File: src/rtl/evt_nest_pkg.sv
// Shared constants for the nested event arbiter.
// Assumes level 0 is the highest priority and that the level roles are fixed.
package evt_nest_pkg;
    localparam int NLVL     = 16;
    localparam int IDXW     = $clog2(NLVL);
    localparam int RSV_LVL  = 4;
    localparam int TMR_LVL  = 6;
    localparam int GP_FIRST = 7;

    typedef enum logic [1:0] {
        SEL_LATCH = 2'd0,
        SEL_MASK  = 2'd1,
        SEL_PEND  = 2'd2,
        SEL_NONE  = 2'd3
    } reg_sel_e;
endpackage

File: src/rtl/evt_prio_enc.sv
// Finds the lowest-numbered set bit of a vector.
// Assumes bit 0 is the highest priority. idx is 0 when nothing is set.
module evt_prio_enc #(
    parameter int N = 16,
    parameter int W = $clog2(N)
) (
    input  logic [N-1:0] vec,
    output logic         found,
    output logic [W-1:0] idx
);
    // Scan from the top down so that the lowest set bit is the last one written.
    always_comb begin
        found = 1'b0;
        idx   = '0;
        for (int i = N - 1; i >= 0; i--) begin
            if (vec[i]) begin
                found = 1'b1;
                idx   = W'(i);
            end
        end
    end
endmodule

File: src/rtl/evt_latch_bank.sv
// Latch and mask registers for the event levels.
// A latch bit is set by its event line and cleared by a grant. A software
// write reaches only the bits whose mask bit is 0. The reserved level is held at 0.
// Assumes the mask write has already been qualified by the caller.
module evt_latch_bank #(
    parameter int N   = 16,
    parameter int W   = $clog2(N),
    parameter int RSV = 4
) (
    input  logic         clk,
    input  logic         rst_n,
    input  logic [N-1:0] evt_in,
    input  logic         lat_we,
    input  logic         mask_we,
    input  logic [N-1:0] wdata,
    input  logic         clr_en,
    input  logic [W-1:0] clr_idx,
    output logic [N-1:0] lat_q,
    output logic [N-1:0] mask_q
);
    localparam logic [N-1:0] RSV_BIT = N'(1) << RSV;

    logic [N-1:0] lat_d;

    for (genvar g = 0; g < N; g++) begin : g_bit
        if (g == RSV) begin : g_rsv
            assign lat_d[g] = 1'b0;
        end else begin : g_lvl
            logic sw_val;
            assign sw_val   = (lat_we && !mask_q[g]) ? wdata[g] : lat_q[g];
            assign lat_d[g] = (sw_val && !(clr_en && clr_idx == W'(g))) || evt_in[g];
        end
    end

    // Latch register update.
    always_ff @(posedge clk) begin
        if (!rst_n) lat_q <= '0;
        else        lat_q <= lat_d;
    end

    // Mask register update.
    always_ff @(posedge clk) begin
        if (!rst_n)       mask_q <= '0;
        else if (mask_we) mask_q <= wdata;
    end

    // A captured event is visible in the latch one cycle later.
    assert_capture_R2: assert property (@(posedge clk) disable iff (!rst_n)
        ((evt_in & ~RSV_BIT) != '0) |=> (($past(evt_in) & ~RSV_BIT & ~lat_q) == '0));

    // A latch write leaves the bits whose mask bit is 1 untouched.
    assert_locked_latch_R9: assert property (@(posedge clk) disable iff (!rst_n)
        (lat_we && !clr_en && evt_in == '0) |=>
        ((lat_q & $past(mask_q)) == ($past(lat_q) & $past(mask_q))));
endmodule

File: src/rtl/evt_pend_track.sv
// Pending register that tracks the nested active levels.
// A grant sets one bit. A return clears the lowest-numbered set bit.
// Assumes a grant always names a level above the current innermost one.
module evt_pend_track #(
    parameter int N = 16,
    parameter int W = $clog2(N)
) (
    input  logic         clk,
    input  logic         rst_n,
    input  logic         set_en,
    input  logic [W-1:0] set_idx,
    input  logic         ret_en,
    output logic [N-1:0] pend_q
);
    logic [N-1:0] lowest;
    logic [N-1:0] set_vec;
    logic [N-1:0] pend_d;

    // Isolate the innermost bit, decode the grant and form the next value.
    always_comb begin
        lowest  = pend_q & (~pend_q + N'(1));
        set_vec = set_en ? (N'(1) << set_idx) : '0;
        pend_d  = (ret_en ? (pend_q & ~lowest) : pend_q) | set_vec;
    end

    // Pending register update.
    always_ff @(posedge clk) begin
        if (!rst_n) pend_q <= '0;
        else        pend_q <= pend_d;
    end

    // A return without a grant removes exactly one level.
    assert_ret_one_R8: assert property (@(posedge clk) disable iff (!rst_n)
        (ret_en && !set_en && pend_q != '0) |=>
        ($countones(pend_q) == $countones($past(pend_q)) - 1));

    // Without a grant or a return the register holds.
    assert_pend_hold_R11: assert property (@(posedge clk) disable iff (!rst_n)
        (!set_en && !ret_en) |=> $stable(pend_q));
endmodule

File: src/rtl/evt_nest_ctrl.sv
// Nested priority event arbiter: latches 16 event levels, applies the mask
// and the global enable for the general-purpose levels, and requests service
// for the best level that outranks everything pending.
// Assumes the core pulses svc_ack only to take the request shown in the same cycle.
module evt_nest_ctrl
    import evt_nest_pkg::*;
(
    input  logic            clk,
    input  logic            rst_n,
    input  logic [NLVL-1:0] evt_in,
    input  logic            gp_ena,
    input  logic            gp_dis,
    input  logic            svc_ack,
    input  logic            svc_ret,
    input  logic            sup_mode,
    input  logic [1:0]      reg_sel,
    input  logic            reg_we,
    input  logic [NLVL-1:0] reg_wdata,
    output logic [NLVL-1:0] reg_rdata,
    output logic            svc_req,
    output logic [IDXW-1:0] svc_idx
);
    logic [NLVL-1:0] lat_q, mask_q, pend_q, en_vec, elig;
    logic            gp_en_q;
    logic            win_found, pend_found, grant;
    logic [IDXW-1:0] win_idx, pend_idx;
    logic            lat_we, mask_we;

    // Global enable for the general-purpose levels. Disable wins a tie.
    always_ff @(posedge clk) begin
        if (!rst_n)      gp_en_q <= 1'b1;
        else if (gp_dis) gp_en_q <= 1'b0;
        else if (gp_ena) gp_en_q <= 1'b1;
    end

    for (genvar g = 0; g < NLVL; g++) begin : g_en
        if (g == RSV_LVL) begin : g_rsv
            assign en_vec[g] = 1'b0;
        end else if (g < TMR_LVL) begin : g_fixed
            assign en_vec[g] = 1'b1;
        end else if (g < GP_FIRST) begin : g_tmr
            assign en_vec[g] = mask_q[g];
        end else begin : g_gp
            assign en_vec[g] = mask_q[g] && gp_en_q;
        end
    end

    assign elig = lat_q & en_vec;

    evt_prio_enc #(.N(NLVL), .W(IDXW)) u_win_enc (
        .vec(elig), .found(win_found), .idx(win_idx)
    );

    evt_prio_enc #(.N(NLVL), .W(IDXW)) u_pend_enc (
        .vec(pend_q), .found(pend_found), .idx(pend_idx)
    );

    // Request only when the winner outranks the innermost pending level.
    always_comb begin
        svc_req = win_found && (!pend_found || (win_idx < pend_idx));
        svc_idx = win_idx;
        grant   = svc_req && svc_ack;
        lat_we  = reg_we && (reg_sel == SEL_LATCH);
        mask_we = reg_we && (reg_sel == SEL_MASK) && sup_mode;
    end

    evt_latch_bank #(.N(NLVL), .W(IDXW), .RSV(RSV_LVL)) u_latch (
        .clk(clk), .rst_n(rst_n), .evt_in(evt_in),
        .lat_we(lat_we), .mask_we(mask_we), .wdata(reg_wdata),
        .clr_en(grant), .clr_idx(win_idx),
        .lat_q(lat_q), .mask_q(mask_q)
    );

    evt_pend_track #(.N(NLVL), .W(IDXW)) u_pend (
        .clk(clk), .rst_n(rst_n),
        .set_en(grant), .set_idx(win_idx), .ret_en(svc_ret),
        .pend_q(pend_q)
    );

    // Register read mux with supervisor qualification.
    always_comb begin
        case (reg_sel)
            SEL_LATCH: reg_rdata = lat_q;
            SEL_MASK:  reg_rdata = sup_mode ? mask_q : '0;
            SEL_PEND:  reg_rdata = sup_mode ? pend_q : '0;
            default:   reg_rdata = '0;
        endcase
    end

    logic [NLVL:0] upto_mask;
    assign upto_mask = ((NLVL+1)'(1) << (svc_idx + 1'b1)) - (NLVL+1)'(1);

    // A request never coexists with a pending level at or above its priority.
    assert_nest_rank_R6: assert property (@(posedge clk) disable iff (!rst_n)
        svc_req |-> (({1'b0, pend_q} & upto_mask) == '0));

    // An accepted level is pending in the next cycle.
    assert_ack_pend_R7: assert property (@(posedge clk) disable iff (!rst_n)
        grant |=> pend_q[$past(win_idx)]);

    // A mask write outside supervisor mode changes nothing.
    assert_mask_guard_R10: assert property (@(posedge clk) disable iff (!rst_n)
        (reg_we && reg_sel == SEL_MASK && !sup_mode) |=> $stable(mask_q));

    // General-purpose levels request only while globally enabled.
    assert_gp_gate_R5: assert property (@(posedge clk) disable iff (!rst_n)
        (svc_req && svc_idx >= IDXW'(GP_FIRST)) |-> gp_en_q);

    // The reserved slot never requests.
    assert_rsv_quiet_R2: assert property (@(posedge clk) disable iff (!rst_n)
        svc_req |-> (svc_idx != IDXW'(RSV_LVL)));
endmodule

File: config.mk
export PLATFORM = sky130hd
export DESIGN_NAME = evt_nest_ctrl
export DESIGN_NICKNAME = d
export VERILOG_FILES = /design/src/rtl/evt_nest_pkg.sv /design/src/rtl/evt_prio_enc.sv /design/src/rtl/evt_latch_bank.sv /design/src/rtl/evt_pend_track.sv /design/src/rtl/evt_nest_ctrl.sv
export SDC_FILE = /design/constraint.sdc
export NUM_CORES = 1
export LEC_CHECK = 0
export BUFFER_PORTS_ARGS = -buffer_cell sky130_fd_sc_hd__buf_2
export CAP_MARGIN = 15
export CORE_UTILIZATION = 53
export CTS_BUF_LIST = sky130_fd_sc_hd__clkbuf_8
export CTS_CLUSTER_SIZE = 24
export DETAILED_ROUTE_END_ITERATION = 8
export GPL_ROUTABILITY_DRIVEN = 0
export PLACE_DENSITY = 0.8
export SYNTH_ARGS = -nofsm -noshare
export SYNTH_HDL_FRONTEND = slang
export SYNTH_HIERARCHICAL = 1
export SYNTH_SLANG_ARGS = --single-unit
File: constraint.sdc
create_clock -name clk -period 4.2 [get_ports clk]
set_input_delay 0.21 -clock clk [delete_from_list [all_inputs] [get_ports clk]]
set_output_delay 0.21 -clock clk [all_outputs]
set_load 0.02 [all_outputs]
**Word-level counts from Yosys, hierarchy flattened**

Index checks and enable logic that the tools add are counted.
Widths: inputs -> output; s select.

- Eq/ne operators: 16
- Shifts and indexed selects: 1
- Add/subtract/negate cells: 1
- Bitwise logic cells: 6
- Reduce and logical (&&, ||, !) cells: 109
- Multiplexer cells: 86
- $lt $le $gt $ge: 1

Operator list:

| operator | count |
|---|---|
| $mux 4 | 32 |
| $mux 16 | 4 |
| $logic_and 1x1->1 | 59 |
| $mux 1 | 49 |
| $and 16x16->16 | 3 |
| $pmux 16 s3 | 1 |
| $eq 4x4->1 const B | 8 |
| $not 16->16 | 2 |
| $logic_not 1->1 | 31 |
| $add 16x1->16 const B | 1 |
| $logic_or 1x1->1 | 16 |
| $or 16x16->16 | 1 |
| $shl 1x4->16 const A | 1 |
| $eq 4x3->1 const B | 3 |
| $eq 4x2->1 const B | 2 |
| $eq 4x1->1 const B | 1 |
| $logic_not 4->1 | 1 |
| $lt 4x4->1 | 1 |
| $eq 2x1->1 const B | 1 |
| $eq 2x2->1 const B | 1 |
| $logic_not 2->1 | 1 |
| $reduce_bool 2->1 | 1 |

- Flip-flop bits (word level): 49
- Input bits: 42
- Output and inout port bits: 21
- Word-level logic and storage cells: 225

**Longest topological paths before layout**

- Depth after elaboration: 26
- Gate-level depth with buffers: 13
- Gate-level depth less buffers: 13

**Modules after synthesis**

The synthesis kept the hierarchy.

Modules (own cells, without submodules):

| module | area each (µm²) | cells an instance | seq. area each (µm²) | times used |
|---|---|---|---|---|
| evt_latch_bank | 1471.4 | 153 | 620.6 | 1 |
| evt_pend_track | 708.2 | 85 | 320.3 | 1 |
| evt_nest_ctrl | 543.0 | 71 | 20.0 | 1 |
| evt_prio_enc | 178.9 | 33 | 0.0 | 2 |

**Worst setup path before layout**

OpenSTA, ideal clock, no wires.

- Path kind: reg-to-reg
- Start point: register gp_en_q
- End point: register u_latch.lat_q[0]
- Library setup time: 127 ps
- Arrival: 3511 ps
- Period minus slack after synthesis: 3638 ps
- Slack: 562 ps
- Required time: 4073 ps
- Stages on the path, launching flop included: 11
- Path buffers: 0
- Cell sequence: dfxtp_1 > and3_1 > nor4_2 > nor3b_1 > ha_1 > a21oi_1 > o21ai_0 > a21oi_1 > or3b_4 > o41ai_2 > a21oi_1

- Elaborated cells between the ends (all ways): 51
- Those cells by class: order compare: 1; mux: 32; bitwise: 1; reduce/logical: 17

RTL lines:

| what | line | text |
|---|---|---|
| start, declared | evt_nest_ctrl.sv:24 | `logic gp_en_q;` |
| start signal, assigned | evt_nest_ctrl.sv:31 | `if (!rst_n) gp_en_q <= 1'b1;` |
| start signal, assigned | evt_nest_ctrl.sv:32 | `else if (gp_dis) gp_en_q <= 1'b0;` |
| start signal, assigned | evt_nest_ctrl.sv:33 | `else if (gp_ena) gp_en_q <= 1'b1;` |
| $logic_and 1x1->1 | evt_nest_ctrl.sv:44 | `assign en_vec[g] = mask_q[g] && gp_en_q;` |
| $and 16x16->16 | evt_nest_ctrl.sv:48 | `assign elig = lat_q & en_vec;` |
| named net elig[7] | evt_nest_ctrl.sv:23 | `logic [NLVL-1:0] lat_q, mask_q, pend_q, en_vec, elig;` |
| $mux 4 (8 in a row) | evt_prio_enc.sv:16 | `if (vec[i]) begin` |
| named net svc_idx[3] | evt_nest_ctrl.sv:21 | `output logic [IDXW-1:0] svc_idx` |
| $lt 4x4->1 | evt_nest_ctrl.sv:60 | `svc_req = win_found && (!pend_found \|\| (win_idx < pend_idx));` |
| $logic_or 1x1->1 | evt_nest_ctrl.sv:60 |  |
| $logic_and 1x1->1 | evt_nest_ctrl.sv:60 |  |
| $logic_and 1x1->1 | evt_nest_ctrl.sv:62 | `grant = svc_req && svc_ack;` |
| named net grant | evt_nest_ctrl.sv:25 | `logic win_found, pend_found, grant;` |
| $logic_and 1x1->1 | evt_latch_bank.sv:31 | `assign lat_d[g] = (sw_val && !(clr_en && clr_idx == W'(g))) \|\| evt_in[g];` |
| $logic_not 1->1 | evt_latch_bank.sv:31 |  |
| $logic_and 1x1->1 | evt_latch_bank.sv:31 |  |
| $logic_or 1x1->1 | evt_latch_bank.sv:31 |  |
| end signal, assigned | evt_latch_bank.sv:38 | `else lat_q <= lat_d;` |
| end, declared | evt_latch_bank.sv:18 | `output logic [N-1:0] lat_q,` |

The timed path passes the listed nets, and every way through them passes these cells.
A chain may end at the register's enable or synchronous reset.

**Worst setup path in the final report**

- Start point: register gp_en_q
- End point: register u_latch.lat_q[3]

- Elaborated cells between the ends (all ways): 51
- Those cells by class: order compare: 1; eq/ne: 1; mux: 32; bitwise: 1; reduce/logical: 16

RTL lines:

| what | line |
|---|---|
| $logic_and 1x1->1 (*) | evt_nest_ctrl.sv:44 |
| $and 16x16->16 (*) | evt_nest_ctrl.sv:48 |
| named net elig[10] | evt_nest_ctrl.sv:23 |
| $mux 4 (11 in a row) | evt_prio_enc.sv:16 |
| $lt 4x4->1 | evt_nest_ctrl.sv:60 |
| $logic_or 1x1->1 | evt_nest_ctrl.sv:60 |
| $logic_and 1x1->1 (*) | evt_nest_ctrl.sv:60 |
| $logic_and 1x1->1 (*) | evt_nest_ctrl.sv:62 |
| named net grant | evt_nest_ctrl.sv:25 |
| $logic_and 1x1->1 (*) | evt_latch_bank.sv:31 |
| $logic_not 1->1 (*) | evt_latch_bank.sv:31 |
| $logic_and 1x1->1 (*) | evt_latch_bank.sv:31 |
| $logic_or 1x1->1 (*) | evt_latch_bank.sv:31 |

Mark *: on every way through the listed nets, which the timed path passes. The rest lies on a longest branch.

==> impl_results.md <==
- Run status: finished clean
- Crit Path Max Fanout: 10
- Clock power frac: 27.3%
- Synth cell types: 45
- Largest area contributor in the netlist: dfxtp_1
- DIE WIDTH: 78.2 um
- Buffers added on ports: 61
- Fin cells: 509
- Final hold violation count: 0
- CP Capture Type: flop
- Sequential area share after synthesis: 31.2%
- First-pass GRT wire length: 13100 um
- Final setup viols: 0
- Setup Fix Bufs, Post-CTS: 0
- Critical path's largest stage delay: 0.56 ns
- Max-slew violation count: 0
- DRC viols: 0
- CP top delay family: simple AND/OR/NAND/NOR gates
- Clock Path Buffers: 2
- Syn Area/Cell: 8.21 um^2
- Final antenna-violating net count: 0
- Share of post-route cells with drive strength above 1: 19.7%
- Vias in the first global route: 2841
- Routed len/inst: 16.4 um
- Area contributors post-synth: dfxtp_1 31%, mux2i_1 10%, a22o_1 9.1%
- Post_cts resized: 0
- Cell area after synthesis: 3080 um^2
- Post-synth top area share: 31.2%
- Overall Global Routing Usage: 27.3%
- Largest net degree at the start of global routing: 43
- FP Rows: 27
- Actual slew at the worst max-slew pin: 1.05 ns
- Synth cell count leaders: 48 x dfxtp_1, 32 x a22o_1, 31 x a21oi_1, 31 x mux2i_1, 27 x nor2_1
- CP Data Required Time: 4.39 ns
- Most common cell on crit path: a21oi_1
- Ys Warns: 6
- Initial antenna violation count: 0
- F_max: 294 MHz
- Adder-cell area share of the yosys netlist: 1.22%
- Post-Synthesis Cells: 375
- Final nets: 481
- Die area: 6120 um^2
- DR vias: 3082
- Crit path launch type: flop
- Filler cells: 503
- Unrepaired setup endpoints after global routing: false
- # diodes: 0
- Hold_buf cts: 0
- CORE AREA: 5540 um^2
- Synthesis-to-layout area growth: 14.5%
- CP Cell Sequence: and3_1 -> nor4_2 -> and3_1 -> nor3b_1 -> buf_4 -> ha_1 -> a21oi_1 -> o21ai_0 -> a21oi_1 -> or3b_4 -> o31ai_1 -> a21oi_1
- Min-delay worst type: input port to flop
- Period Utilization, post-route: 80.9%
- CTS tree: built
- Synth Flop Type: dfxtp_1
- Clk slew on worst S/H paths: 0.09 ns
- DRT iter0 DRCs: 203
- Logic gate share of total power: 24.5%
- Pleak: 0.00157 uW
- Rel. slew slack: 30.0%
- Cell Pwr Density: 293 nW/um^2
- Mux cell area share after synthesis: 10.1%
- DR pass1 iterations: 5
- CTS Buf Count: 5
- Placed cells: 501
- Cell internal pwr: 702 uW
- Die Y: 78.2 um
- P_sw: 331 uW
- CTS root buffer: clkbuf_8
- Buffers & Inverters on Critical Path: 1
- Post-DP HPWL: 5960 um
- Post-synthesis xor/xnor area fraction: 0%
- Register bit total from synthesis: 48
- Slowest-stage cell, CP: a21oi_1
- # IOs: 63
- Fin crit period: 3.40 ns
- Clock sinks: 48
- Total grt overflow: 0
- Setup TNS: 0 ns
- Most numerous cell in the Yosys netlist: dfxtp_1
- Sw Ratio: 32.0%
- Crit path kind: flop to flop
- Compound-gate portion of the synthesized area: 25.0%
- Via density: 6.06
- Max IR drop VDD: 0.253 mV
- Initial Util: 55.6%
- WL final: 8350 um
- Later-pin clock latency in the skew report: 0.30 ns
- Number of synthesized flops with an enable pin: 0
- Max-cap violations: 0
- Register area: 961 um^2
- Sequential share of power: 48.3%
- Multi-input gate area: 1930 um^2
- Setup Skew: 0.00752 ns
- CP arrival: 3.59 ns
- Async SR Flop Fraction: 0%
- H-Tree Depth: 2
- Main combinational cell family by area after synthesis: simple AND/OR/NAND/NOR gates
- Simple-gate share of the synthesized area: 25.8%
worst paths after layout:
check / from / end / slack [ns] / cells after the start
max: gp_en_q$_SDFFE_PN1P_ / u_latch/lat_q[3]$_SDFF_PN0_ / 0.80 / 12
min: gp_dis / gp_en_q$_SDFFE_PN1P_ / 0.09 / 2
max reg2reg: gp_en_q$_SDFFE_PN1P_ / u_latch/lat_q[3]$_SDFF_PN0_ / 0.80 / 12
min reg2reg: u_latch/mask_q[4]$_SDFFE_PN0P_ / u_latch/mask_q[4]$_SDFFE_PN0P_ / 0.54 / 2
layout by cell type, fill, tap and decap left out, types with 2 or more instances in the layout:
cell type / synthesis / layout
a21oi_1: 31 / 31
a22o_1: 32 / 32
a22oi_1: 3 / 3
a31oi_1: 2 / 2
a32o_1: 2 / 2
and2_1: 2 / 2
and3_1: 12 / 12
buf_2: 5 / 61
buf_4: 5 / 7
clkbuf_8: 0 / 6
conb_1: 2 / 4
dfxtp_1: 48 / 48
ha_1: 3 / 3
inv_1: 25 / 27
mux2i_1: 31 / 31
nand2_1: 25 / 25
nand2b_1: 18 / 18
nand3_1: 8 / 8
nand3b_1: 2 / 2
nand4_1: 3 / 3
nor2_1: 27 / 27
nor2b_1: 23 / 23
nor3_1: 6 / 6
nor3b_1: 4 / 4
nor4_1: 2 / 2
nor4_2: 4 / 4
o211ai_1: 3 / 3
o21ai_0: 7 / 7
o22ai_1: 2 / 2
o311a_2: 2 / 2
o31ai_1: 16 / 16
o41ai_1: 3 / 3
power by group through the flow:
stage,Clock [uW],Combinational (uW),Sequential [uW]
after floorplan,0,171,501
after global placement,0,242,508
after detailed placement,0,247,509
after CTS,287,248,498
after global routing,312,273,502
final,282,252,499
area by class of cell:
cell class	instances	area share, %
repair buffers	68	10.1
multi-input cells	287	54.7
flip-flops and latches	48	27.3
clock buffers	6	2.34
inverters	26	2.77
well taps	72	2.56
clock inverters	2	0.213
routing by layer:
metal	global-route usage (%)	up-vias	wire length (um)
met4	12.0	0	161
met2	45.8	111	3980
met3	5.35	14	528
met5	0	-	0
met1	33.7	1465	3690
li1	-	1492	-
through the flow:
| step | util [%] | total power [uW] | hold slack [ns] | setup slack (ns) | area (um^2) |
|---|---|---|---|---|---|
| 2_1_floorplan | - | 672 | 0.286 | 0.562 | 3090 |
| 6_report | 63.6 | 1030 | 0.0945 | 0.802 | 3530 |
| 3_3_place_gp | 62.0 | 750 | 0.405 | 0.951 | 3440 |
| 5_1_grt | 63.6 | 1090 | 0.0910 | 0.594 | 3530 |
| 4_1_cts | 63.6 | 1030 | 0.0967 | 0.873 | 3530 |
| 3_5_place_dp | 62.0 | 756 | 0.423 | 0.892 | 3440 |
cell families (layout without fill, tap and decap cells):
family,Yosys count,in the layout
simple gates,142,142
compound gates,107,107
flops,48,48
buf+inv,42,102
mux,31,31
fa+ha+maj,3,3
other cells,2,4
flip-flops by register name, indices dropped and copies added, names as in the netlist:
signal / count
u_latch/lat_q: 15
u_pend/pend_q: 16
u_latch/mask_q: 16
gp_en_q: 1
(Power assumes the default switching activity.)
